--- config.mk ---
export PLATFORM = sky130hd
export DESIGN_NAME = eth_rx_addr_filter
export DESIGN_NICKNAME = d
export VERILOG_FILES = /design/src/rtl/eth_rx_filt_pkg.sv /design/src/rtl/eth_rx_filt_hash.sv /design/src/rtl/eth_rx_filt_match.sv /design/src/rtl/eth_rx_addr_filter.sv
export SDC_FILE = /design/constraint.sdc
export NUM_CORES = 1
export LEC_CHECK = 0
export ABC_AREA = 1
export BUFFER_PORTS_ARGS = -buffer_cell sky130_fd_sc_hd__buf_2
export CAP_MARGIN = 20
export CORE_UTILIZATION = 28
export CTS_CLUSTER_DIAMETER = 60
export DETAILED_ROUTE_END_ITERATION = 10
export PLACE_DENSITY = 0.43
export SLEW_MARGIN = 20
export SYNTH_ARGS = -nofsm -noshare
export SYNTH_HDL_FRONTEND = slang
export SYNTH_SLANG_ARGS = --single-unit
--- constraint.sdc ---
create_clock -name clk_i -period 3.89 [get_ports clk_i]
set_input_delay 0.778 -clock clk_i [delete_from_list [all_inputs] [get_ports clk_i]]
set_output_delay 0.778 -clock clk_i [all_outputs]
set_load 0.01 [all_outputs]
--- src/rtl/eth_rx_filt_pkg.sv ---
package eth_rx_filt_pkg;
  localparam int ADDR_BYTES = 6;
  localparam logic [31:0] CRC_POLY = 32'hEDB88320;

  function automatic logic [31:0] crc32_step(input logic [31:0] crc, input logic [7:0] din);
    logic [31:0] c;
    c = crc;
    for (int i = 0; i < 8; i++) begin
      c = (c[0] ^ din[i]) ? ((c >> 1) ^ CRC_POLY) : (c >> 1);
    end
    return c;
  endfunction
endpackage

--- src/rtl/eth_rx_filt_hash.sv ---
module eth_rx_filt_hash
  import eth_rx_filt_pkg::*;
#(
  parameter int HASH_W  = 6,
  parameter int MC_MAX  = 64,
  parameter int MCLEN_W = 16,
  localparam int TBL_N  = 1 << HASH_W,
  localparam int CNT_W  = $clog2(MC_MAX + 1)
) (
  input  logic               clk_i,
  input  logic               rst_ni,
  input  logic               mc_start_i,
  input  logic [MCLEN_W-1:0] mc_len_i,
  input  logic               mc_valid_i,
  input  logic [7:0]         mc_byte_i,
  output logic [TBL_N-1:0]   table_o
);
  logic [TBL_N-1:0] table_q;
  logic [CNT_W-1:0] left_q;
  logic [2:0]       pos_q;
  logic [31:0]      crc_q, crc_n;
  logic [MCLEN_W-1:0] quot;
  logic [CNT_W-1:0]   cnt_init;
  logic [HASH_W-1:0]  idx;

  assign quot     = mc_len_i / MCLEN_W'(ADDR_BYTES);
  assign cnt_init = (quot > MCLEN_W'(MC_MAX)) ? CNT_W'(MC_MAX) : quot[CNT_W-1:0];
  assign crc_n    = crc32_step(crc_q, mc_byte_i);
  assign idx      = crc_n[HASH_W+1:2];

  always_ff @(posedge clk_i or negedge rst_ni) begin
    if (!rst_ni) begin
      table_q <= '0;
      left_q  <= '0;
      pos_q   <= '0;
      crc_q   <= '1;
    end else if (mc_start_i) begin
      table_q <= '0;
      left_q  <= cnt_init;
      pos_q   <= '0;
      crc_q   <= '1;
    end else if (mc_valid_i && left_q != '0) begin
      if (pos_q == 3'(ADDR_BYTES - 1)) begin
        table_q[idx] <= 1'b1;
        left_q       <= left_q - 1'b1;
        pos_q        <= '0;
        crc_q        <= '1;
      end else begin
        pos_q <= pos_q + 1'b1;
        crc_q <= crc_n;
      end
    end
  end

  assign table_o = table_q;
endmodule

--- src/rtl/eth_rx_filt_match.sv ---
module eth_rx_filt_match
  import eth_rx_filt_pkg::*;
#(
  parameter int HASH_W    = 6,
  parameter int LEN_W     = 16,
  parameter int MIN_FLOOR = 5,
  localparam int TBL_N    = 1 << HASH_W
) (
  input  logic             clk_i,
  input  logic             rst_ni,
  input  logic             cfg_promisc_i,
  input  logic             cfg_bcast_dis_i,
  input  logic             cfg_mcast_en_i,
  input  logic [LEN_W-1:0] cfg_min_len_i,
  input  logic [47:0]      sta_addr_i,
  input  logic [TBL_N-1:0] table_i,
  input  logic             rx_start_i,
  input  logic [LEN_W-1:0] rx_len_i,
  input  logic             rx_valid_i,
  input  logic [7:0]       rx_byte_i,
  output logic             dec_valid_o,
  output logic             dec_accept_o,
  output logic             dec_group_o
);
  localparam logic [2:0] POS_DONE = 3'(ADDR_BYTES);

  logic [2:0]  pos_q;
  logic [31:0] crc_q, crc_n;
  logic        ones_q, ones_n;
  logic        same_q, same_n;
  logic        mc_q, mc_n;
  logic        len_ok_q;
  logic [LEN_W-1:0] min_eff;
  logic        active, last;
  logic        acc_n, grp_n;
  logic [7:0]  sta_byte;
  logic        v_q, a_q, g_q;

  assign min_eff  = (cfg_min_len_i < LEN_W'(MIN_FLOOR)) ? LEN_W'(MIN_FLOOR) : cfg_min_len_i;
  assign active   = rx_valid_i && (pos_q != POS_DONE);
  assign last     = active && (pos_q == POS_DONE - 3'd1);
  assign sta_byte = sta_addr_i[8*pos_q +: 8];
  assign crc_n    = crc32_step(crc_q, rx_byte_i);
  assign ones_n   = ones_q && (rx_byte_i == 8'hFF);
  assign same_n   = same_q && (rx_byte_i == sta_byte);
  assign mc_n     = (pos_q == 3'd0) ? rx_byte_i[0] : mc_q;

  always_comb begin
    acc_n = 1'b0;
    grp_n = 1'b0;
    if (!len_ok_q) begin
      acc_n = 1'b0;
    end else if (cfg_promisc_i) begin
      acc_n = 1'b1;
    end else if (ones_n) begin
      acc_n = !cfg_bcast_dis_i;
      grp_n = !cfg_bcast_dis_i;
    end else if (mc_n) begin
      acc_n = cfg_mcast_en_i && table_i[crc_n[HASH_W+1:2]];
      grp_n = acc_n;
    end else begin
      acc_n = same_n;
    end
  end

  always_ff @(posedge clk_i or negedge rst_ni) begin
    if (!rst_ni) begin
      pos_q    <= POS_DONE;
      crc_q    <= '1;
      ones_q   <= 1'b1;
      same_q   <= 1'b1;
      mc_q     <= 1'b0;
      len_ok_q <= 1'b0;
    end else if (rx_start_i) begin
      pos_q    <= '0;
      crc_q    <= '1;
      ones_q   <= 1'b1;
      same_q   <= 1'b1;
      mc_q     <= 1'b0;
      len_ok_q <= (rx_len_i >= min_eff);
    end else if (active) begin
      pos_q  <= pos_q + 1'b1;
      crc_q  <= crc_n;
      ones_q <= ones_n;
      same_q <= same_n;
      mc_q   <= mc_n;
    end
  end

  always_ff @(posedge clk_i or negedge rst_ni) begin
    if (!rst_ni) begin
      v_q <= 1'b0;
      a_q <= 1'b0;
      g_q <= 1'b0;
    end else begin
      v_q <= last;
      a_q <= last && acc_n;
      g_q <= last && grp_n;
    end
  end

  assign dec_valid_o  = v_q;
  assign dec_accept_o = a_q;
  assign dec_group_o  = g_q;
endmodule

--- src/rtl/eth_rx_addr_filter.sv ---
module eth_rx_addr_filter #(
  parameter int HASH_W    = 6,
  parameter int MC_MAX    = 64,
  parameter int LEN_W     = 16,
  parameter int MCLEN_W   = 16,
  parameter int MIN_FLOOR = 5,
  localparam int TBL_N    = 1 << HASH_W
) (
  input  logic               clk_i,
  input  logic               rst_ni,
  input  logic               cfg_promisc_i,
  input  logic               cfg_bcast_dis_i,
  input  logic               cfg_mcast_en_i,
  input  logic [LEN_W-1:0]   cfg_min_len_i,
  input  logic               sta_we_i,
  input  logic [47:0]        sta_addr_i,
  input  logic               mc_start_i,
  input  logic [MCLEN_W-1:0] mc_len_i,
  input  logic               mc_valid_i,
  input  logic [7:0]         mc_byte_i,
  input  logic               rx_start_i,
  input  logic [LEN_W-1:0]   rx_len_i,
  input  logic               rx_valid_i,
  input  logic [7:0]         rx_byte_i,
  output logic               dec_valid_o,
  output logic               dec_accept_o,
  output logic               dec_group_o
);
  logic [47:0]      sta_q;
  logic [TBL_N-1:0] mc_table;

  always_ff @(posedge clk_i or negedge rst_ni) begin
    if (!rst_ni) sta_q <= '0;
    else if (sta_we_i) sta_q <= sta_addr_i;
  end

  eth_rx_filt_hash #(
    .HASH_W(HASH_W), .MC_MAX(MC_MAX), .MCLEN_W(MCLEN_W)
  ) u_hash (
    .clk_i      (clk_i),
    .rst_ni     (rst_ni),
    .mc_start_i (mc_start_i),
    .mc_len_i   (mc_len_i),
    .mc_valid_i (mc_valid_i),
    .mc_byte_i  (mc_byte_i),
    .table_o    (mc_table)
  );

  eth_rx_filt_match #(
    .HASH_W(HASH_W), .LEN_W(LEN_W), .MIN_FLOOR(MIN_FLOOR)
  ) u_match (
    .clk_i           (clk_i),
    .rst_ni          (rst_ni),
    .cfg_promisc_i   (cfg_promisc_i),
    .cfg_bcast_dis_i (cfg_bcast_dis_i),
    .cfg_mcast_en_i  (cfg_mcast_en_i),
    .cfg_min_len_i   (cfg_min_len_i),
    .sta_addr_i      (sta_q),
    .table_i         (mc_table),
    .rx_start_i      (rx_start_i),
    .rx_len_i        (rx_len_i),
    .rx_valid_i      (rx_valid_i),
    .rx_byte_i       (rx_byte_i),
    .dec_valid_o     (dec_valid_o),
    .dec_accept_o    (dec_accept_o),
    .dec_group_o     (dec_group_o)
  );
endmodule

==> impl_metrics.env, run 1 <==
export IMPL_status="completed"
export IMPL_fill_cells=4182
export IMPL_ff2ff_path_depth=18
export IMPL_power_density_nw_per_um2=758
export IMPL_drtPass1Iterations=4
export IMPL_setup_viol=0
export IMPL_synth_edf_count=0
export IMPL_yosys_warnings=0
export IMPL_critPathMaxFanout=6
export IMPL_p_leak_nw=6.38
export IMPL_crit_start="mc_len_i[13]"
export IMPL_pin_count=125
export IMPL_synthAdderAreaFrac_pct=2.40
export IMPL_cts_buffer_depth=2
export IMPL_max_cap_violations=0
export IMPL_cts_tree="built"
export IMPL_synth_top_cell_by_area="dfrtp_1"
export IMPL_postRouteAntennaNets=0
export IMPL_period_minus_slack_ns=3.74
export IMPL_finish_utilization_pct=35.5
export IMPL_fin_area_um2=14200
export IMPL_seqCellArea_um2=4990
export IMPL_cts_sinks=196
export IMPL_netlist_area_um2=11500
export IMPL_fin_crit_sh_pct=96.3
export IMPL_coreArea_um2=40100
export IMPL_die_h_um=204
export IMPL_critPathTopFamily="simple AND/OR/NAND/NOR gates"
export IMPL_antenna_found_initial=3
export IMPL_grt_usage_pct=15.9
export IMPL_nets=1719
export IMPL_hold_class="in -> async"
export IMPL_synth_area_leaders="dfrtp_1 28%, dfstp_2 16%, xor2_1 7.8%"
export IMPL_drt_total_wl_um=32300
export IMPL_synth_seq_cells=196
export IMPL_numCtsBuffers=17
export IMPL_reg2reg_from="u_match.crc_q[1]"
export IMPL_synthSimpleGateAreaFrac_pct=15.2
export IMPL_yosysUniqueCellTypes=50
export IMPL_yosysMostFrequentCell="nand2_1"
export IMPL_fmax_mhz=267
export IMPL_synth_top_family_by_area="compound AO/OA/AOI/OAI gates"
export IMPL_clk_pin_slew_ns=0.07
export IMPL_crit_path_frequent_cell="nand2_2"
export IMPL_drive_gt1_share_pct=27.6
export IMPL_cpMaxStageDelayCell="o21bai_4"
export IMPL_num_vias=9730
export IMPL_ys_seq_area_share_pct=43.5
export IMPL_crit_cells=30
export IMPL_synth_xor_area_share_pct=10.8
export IMPL_globalplace_congestion=0.809
export IMPL_clock_latency_ns=0.46
export IMPL_startpoint_type="input pin"
export IMPL_portBuffers=123
export IMPL_grt_max_degree=74
export IMPL_row_count=73
export IMPL_area_growth_syn_to_layout_pct=24.1
export IMPL_grt_ovfl_total=0
export IMPL_r2r_slack_ns=0.34
export IMPL_critPathMaxStageDelay_ns=0.22
export IMPL_hpwl_um=23100
export IMPL_reg2reg_to="u_match.dec_group_o"
export IMPL_required_ns=4.27
export IMPL_dpl_cell_area_um2=13300
export IMPL_synthCells=1380
export IMPL_initial_utilization_pct=28.6
export IMPL_report_final_hold_viol_count=0
export IMPL_die_x_um=204
export IMPL_avgSynthCellArea_um2=8.31
export IMPL_cp_arrival_ns=4.13
export IMPL_relSlewSlack_pct=36.0
export IMPL_endpoint="u_hash.left_q[0]"
export IMPL_worstSetupEndpointType="flip-flop"
export IMPL_multi_input_comb_area_um2=5830
export IMPL_synth_compound_area_share_pct=16.8
export IMPL_crit_buf_inv=3
export IMPL_grt_pass1_wl_um=52200
export IMPL_dr_first_iter_drc_count=408
export IMPL_synthMuxAreaShare_pct=3.05
export IMPL_vdd_drop_max_mv=0.351
export IMPL_cts_hold_buf=0
export IMPL_dieArea_um2=41800
export IMPL_ys_flop_type="dfrtp_1"
export IMPL_synth_commonest_cells="203 x nand2_1, 194 x inv_1, 128 x dfrtp_1, 126 x a21oi_1, 116 x nor2_1"
export IMPL_root_buffer="clkbuf_16"
export IMPL_h_tree_depth=4
export IMPL_avgRoutedWirePerCell_um=15.3
export IMPL_synth_nets=1524
export IMPL_drc=0
export IMPL_grt_pass1_vias=9691
export IMPL_clock_skew_ns=0.0162
export IMPL_avgViaCountPerCell=4.60
export IMPL_worst_slew_pin_slew_ns=0.957
export IMPL_yosysTopAreaCellShare_pct=27.9
export IMPL_critical_path_class="in -> reg"
export IMPL_drv_slew=0
export IMPL_async_flop_share_pct=100
==> registers in the layout, indices dropped and copies added (netlist names) <==
name                  flops
u_hash.table_o           64
sta_q                    48
u_hash.crc_q             32
u_match.crc_q            32
u_hash.left_q             7
u_hash.pos_q              3
u_match.pos_q             3
u_match.dec_accept_o      1
u_match.dec_group_o       1
u_match.dec_valid_o       1
u_match.len_ok_q          1
u_match.mc_q              1
u_match.ones_q            1
u_match.same_q            1
==> through the flow <==
| stage | std cells | TNS, ns | total power [mW] | hold WS (ns) | setup WS, ns |
|---|---|---|---|---|---|
| after floorplan | 1380 | 0 | 6.59 | 0.442 | 0.206 |
| after global placement | 2076 | -1.63 | 8.96 | 0.453 | -0.262 |
| after detailed placement | 2076 | -1.92 | 9.00 | 0.454 | -0.299 |
| after CTS | 2108 | 0 | 10.8 | 0.331 | 0.134 |
| after global routing | 2114 | -0.669 | 11.7 | 0.361 | -0.131 |
| final | 2114 | 0 | 10.8 | 0.323 | 0.146 |
==> routing by layer <==
metal | wire length (µm) | GRT usage [%] | vias up
met1 | 16000 | 22.2 | 4665
met2 | 14500 | 24.6 | 132
met3 | 1210 | 3.30 | 33
met4 | 505 | 4.61 | 4
li1 | - | - | 4896
met5 | 28 | 0 | -
==> how the worst min path moves through the flow <==
stage	depth (start not counted)	startpoint	slack, ns	to
6_report	1	rst_ni	0.32	u_hash.left_q[4]
5_1_grt	1	rst_ni	0.36	u_hash.left_q[4]
4_1_cts	1	rst_ni	0.33	u_hash.left_q[4]
3_5_place_dp	2	u_match.same_q	0.45	u_match.same_q
3_3_place_gp	2	u_match.same_q	0.45	u_match.same_q
2_1_floorplan	2	u_match.same_q	0.44	u_match.same_q
==> cell families (layout without fill, tap and decap cells) <==
logic type | Yosys count | count (layout)
and+or+nand+nor | 411 | 411
AOI/OAI and AO/OA | 332 | 332
buffers and inverters | 246 | 454
DFF | 196 | 196
xor gates and xnor gates | 142 | 142
muxes | 31 | 31
adders and majority gates | 22 | 22
other | 0 | 1
==> layout by cell type (no fill, tap or decap), drive strengths merged, types with 10 or more instances in the layout <==
master | netlist | final
dfrtp | 128 | 128
nor2 | 117 | 117
inv | 197 | 199
mux2 | 31 | 31
o211ai | 15 | 15
o22ai | 22 | 22
ha | 22 | 22
nand2 | 214 | 214
clkbuf | 39 | 22
o21ai | 116 | 116
or2 | 14 | 14
buf | 6 | 220
a21oi | 126 | 126
xor2 | 102 | 102
nor3 | 10 | 10
xnor2 | 40 | 40
o311ai | 10 | 10
nand3 | 41 | 41
dfstp | 68 | 68
==> power breakdown <==
part           switching [mW]  internal, mW
clock                   0.832         0.934
sequential              0.230          2.62
combinational            3.72          2.46
total                    4.78          6.01
==> final cells by class <==
class                           instances  area share [%]
Tap cell                              525            4.62
Inverter                              201            5.34
Antenna cell                            1          0.0176
Timing Repair Buffer                  221            9.98
Sequential cell                       196            35.1
Multi-Input combinational cell        938            41.0
Clock buffer                           21            3.31
Clock inverter                         11           0.704
==> worst register-to-register path, stage by stage, from the launching register on <==
cell and delay [ns]:
dfstp_2 0.54, xnor2_1 0.08, buf_4 0.16, xnor2_1 0.26, inv_1 0.09, or2_2 0.28, nand2_1 0.12, inv_1 0.15
o21ai_0 0.18, a21oi_1 0.06, o311ai_1 0.49, buf_4 0.21, nand3_1 0.08, nand3_1 0.09, nand4_1 0.08, a31o_2 0.22
o21ai_0 0.14, inv_1 0.07, nor4_1 0.16
==> what timing repair did <==
item / 4_1_cts / 5_1_grt
setup buffers: 0 / 5
hold endpoints to repair: 0 / 0
resized for setup: 0 / 74
endpoints found under the setup margin: 0 / 8
Note: power is estimated with default switching activity, not from simulation.
==> inputs of run 2 (changes only) <==
- ABC_AREA: 1 -> 0
==> run 2 against run 1 <==
  * Fmax grew 5.0%
  * Combinational power shrank 13%
  * Worst setup slack gained 0.18 ns
  * Final cell count shrank 13%
  * Critical endpoint unchanged
==> impl_metrics.env, run 2 <==
export IMPL_cp_arrival_ns=3.92
export IMPL_synth_commonest_cells="175 x nor2_1, 128 x dfrtp_1, 123 x a21oi_1, 96 x xnor2_1, 68 x dfstp_2"
export IMPL_max_cap_violations=0
export IMPL_yosysTopAreaCellShare_pct=27.7
export IMPL_fin_crit_sh_pct=91.7
export IMPL_mostFrequentLayoutCell="nor2_1"
export IMPL_hpwl_um=21100
export IMPL_synth_nets=1279
export IMPL_worst_slew_pin_slew_ns=0.890
export IMPL_relSlewSlack_pct=40.7
export IMPL_nets=1447
export IMPL_finish_utilization_pct=34.0
export IMPL_hold_class="in -> async"
export IMPL_crit_buf_inv=3
export IMPL_p_leak_nw=5.92
export IMPL_drc=0
export IMPL_worstSetupEndpointType="flip-flop"
export IMPL_async_flop_share_pct=100
export IMPL_rsz0062_at_grt="false"
export IMPL_crit_path_frequent_cell="buf_4"
export IMPL_grt_max_degree=105
export IMPL_synth_area_leaders="dfrtp_1 28%, dfstp_2 15%, xnor2_1 7.3%"
export IMPL_ys_seq_area_share_pct=43.2
export IMPL_fmax_mhz=280
export IMPL_grt_pass1_vias=8838
export IMPL_drtPass1Iterations=4
export IMPL_avgRoutedWirePerCell_um=15.9
export IMPL_initial_utilization_pct=28.4
export IMPL_cts_tree="built"
export IMPL_seqCellArea_um2=4990
export IMPL_row_count=74
export IMPL_grt_pass1_wl_um=48000
export IMPL_dieArea_um2=42100
export IMPL_critPathMaxStageDelay_ns=0.57
export IMPL_status="completed"
export IMPL_fin_area_um2=13900
export IMPL_area_growth_syn_to_layout_pct=19.9
export IMPL_layout_common_cells="175 x nor2_1, 128 x dfrtp_1, 123 x a21oi_1, 121 x buf_2, 96 x xnor2_1"
export IMPL_drive_gt1_share_pct=31.3
export IMPL_critPathMaxFanout=11
export IMPL_synth_top_cell_by_area="dfrtp_1"
export IMPL_period_minus_slack_ns=3.57
export IMPL_cts_sinks=196
export IMPL_crit_chain="buf_2 > buf_4 > and3b_1 > nor3_1 > o32a_4 > nand2_1 > o41ai_1 > a2111oi_4 > or2_1 > buf_4 > a32oi_1 > nand4_1 > o21ai_0 > a21boi_1 > o32a_1"
export IMPL_ff2ff_path_depth=12
export IMPL_numCtsBuffers=17
export IMPL_setup_viol=0
export IMPL_pin_count=125
export IMPL_dr_first_iter_drc_count=368
export IMPL_drt_total_wl_um=29500
export IMPL_dpl_cell_area_um2=13300
export IMPL_globalplace_congestion=0.809
export IMPL_required_ns=4.24
export IMPL_ys_flop_type="dfrtp_1"
export IMPL_clock_latency_ns=0.48
export IMPL_ctsResizeCount=0
export IMPL_tns_ns=0
export IMPL_grt_ovfl_total=0
export IMPL_die_x_um=205
export IMPL_reg2reg_from="u_match.crc_q[1]"
export IMPL_n_antenna_cell=0
export IMPL_portBuffers=123
export IMPL_clock_skew_ns=0.0155
export IMPL_multi_input_comb_area_um2=6160
export IMPL_cts_buffer_depth=2
export IMPL_root_buffer="clkbuf_16"
export IMPL_report_final_hold_viol_count=0
export IMPL_reg2reg_to="u_match.dec_accept_o"
export IMPL_coreArea_um2=40700
export IMPL_clk_pin_slew_ns=0.07
export IMPL_netlist_area_um2=11600
export IMPL_fill_cells=4217
export IMPL_avgSynthCellArea_um2=10.2
export IMPL_postRouteAntennaNets=0
export IMPL_power_density_nw_per_um2=727
export IMPL_yosys_warnings=0
export IMPL_power_mw=10.1
export IMPL_yosysMostFrequentCell="nor2_1"
export IMPL_cts_hold_buf=0
export IMPL_hold_ws_ns=0.438
export IMPL_startpoint_type="input pin"
export IMPL_drv_slew=0
export IMPL_postCtsSetupBuffers=0
export IMPL_critPathTopFamily="compound AO/OA/AOI/OAI gates"
export IMPL_yosysUniqueCellTypes=78
export IMPL_synth_edf_count=0
export IMPL_cpMaxStageDelayCell="o41ai_1"
export IMPL_antenna_found_initial=2
export IMPL_r2r_slack_ns=0.51
export IMPL_die_h_um=205
export IMPL_critical_path_class="in -> reg"
export IMPL_avgViaCountPerCell=4.73
export IMPL_synthCells=1135
export IMPL_synth_seq_cells=196
export IMPL_vdd_drop_max_mv=0.302
export IMPL_num_vias=8731
export IMPL_largest_reg_flops=64
export IMPL_grt_usage_pct=14.7
export IMPL_h_tree_depth=4
-- run 2: cell types whose count changed in the layout (fill, tap and decap cells not counted), sizes merged, moves of 11 or more --
cell / previous run / this run
a211o: 0 / 32
a21o: 0 / 11
buf: 220 / 208
inv: 199 / 47
mux2: 31 / 53
mux2i: 0 / 15
mux4: 0 / 24
nand2: 214 / 43
nand3: 41 / 10
nor2: 117 / 176
o21ai: 116 / 20
xnor2: 40 / 104
xor2: 102 / 54
-- run 2: cells by family after synthesis --
family | after synthesis | share of synthesized area [%]
XOR/XNOR | 158 | 12.7
AND/OR/NAND/NOR | 309 | 12.3
multiplexers | 92 | 11.1
buffers and inverters | 99 | 3.55
flip-flops | 196 | 43.2
adder cells (fa/ha/maj) | 22 | 2.38
AO/OA/AOI/OAI | 259 | 14.8
-- run 2: per-layer routing --
metal | GRT usage (%) | share of wire, % | vias to the layer above
met5 | 0 | 0.075 | -
met4 | 4.79 | 1.5 | 4
met3 | 3.56 | 3.6 | 32
met2 | 22.7 | 47 | 116
met1 | 20.1 | 48 | 4262
li1 | - | - | 4317
-- run 2: worst max path at each step --
| stage | slack [ns] | to | cells after the start | from |
|---|---|---|---|---|
| 6_report | 0.32 | u_hash.left_q[0] | 15 | mc_len_i[11] |
| 3_3_place_gp | -0.21 | u_match.len_ok_q | 18 | cfg_min_len_i[15] |
| 5_1_grt | 0.07 | u_match.len_ok_q | 18 | cfg_min_len_i[15] |
| 3_5_place_dp | -0.16 | u_match.len_ok_q | 18 | cfg_min_len_i[15] |
| 4_1_cts | 0.35 | u_match.len_ok_q | 18 | cfg_min_len_i[15] |
| 2_1_floorplan | 0.11 | u_hash.left_q[0] | 15 | mc_len_i[13] |
-- run 2: final cells by class --
| class | count | area share (%) |
|---|---|---|
| repair buffers | 209 | 9.45 |
| clock buffers | 17 | 3.07 |
| multi-input cells | 840 | 44.4 |
| inverters | 39 | 1.06 |
| clock inverters | 14 | 1.17 |
| flip-flops and latches | 196 | 36.0 |
| well taps | 532 | 4.80 |
-- run 2: report_power, final --
group	total, mW	switching [mW]	internal, mW	leakage [nW]
logic	5.39	2.93	2.46	3.26
registers	2.86	0.273	2.59	2.38
clock network	1.82	0.905	0.914	0.287
total	10.1	4.11	5.96	5.92
-- run 2: through the flow --
step | instances | worst slack, ns
after floorplan | 1135 | 0.115
after global routing | 1847 | 0.0689
after detailed placement | 1816 | -0.157
final | 1847 | 0.324
after CTS | 1847 | 0.352
after global placement | 1816 | -0.205
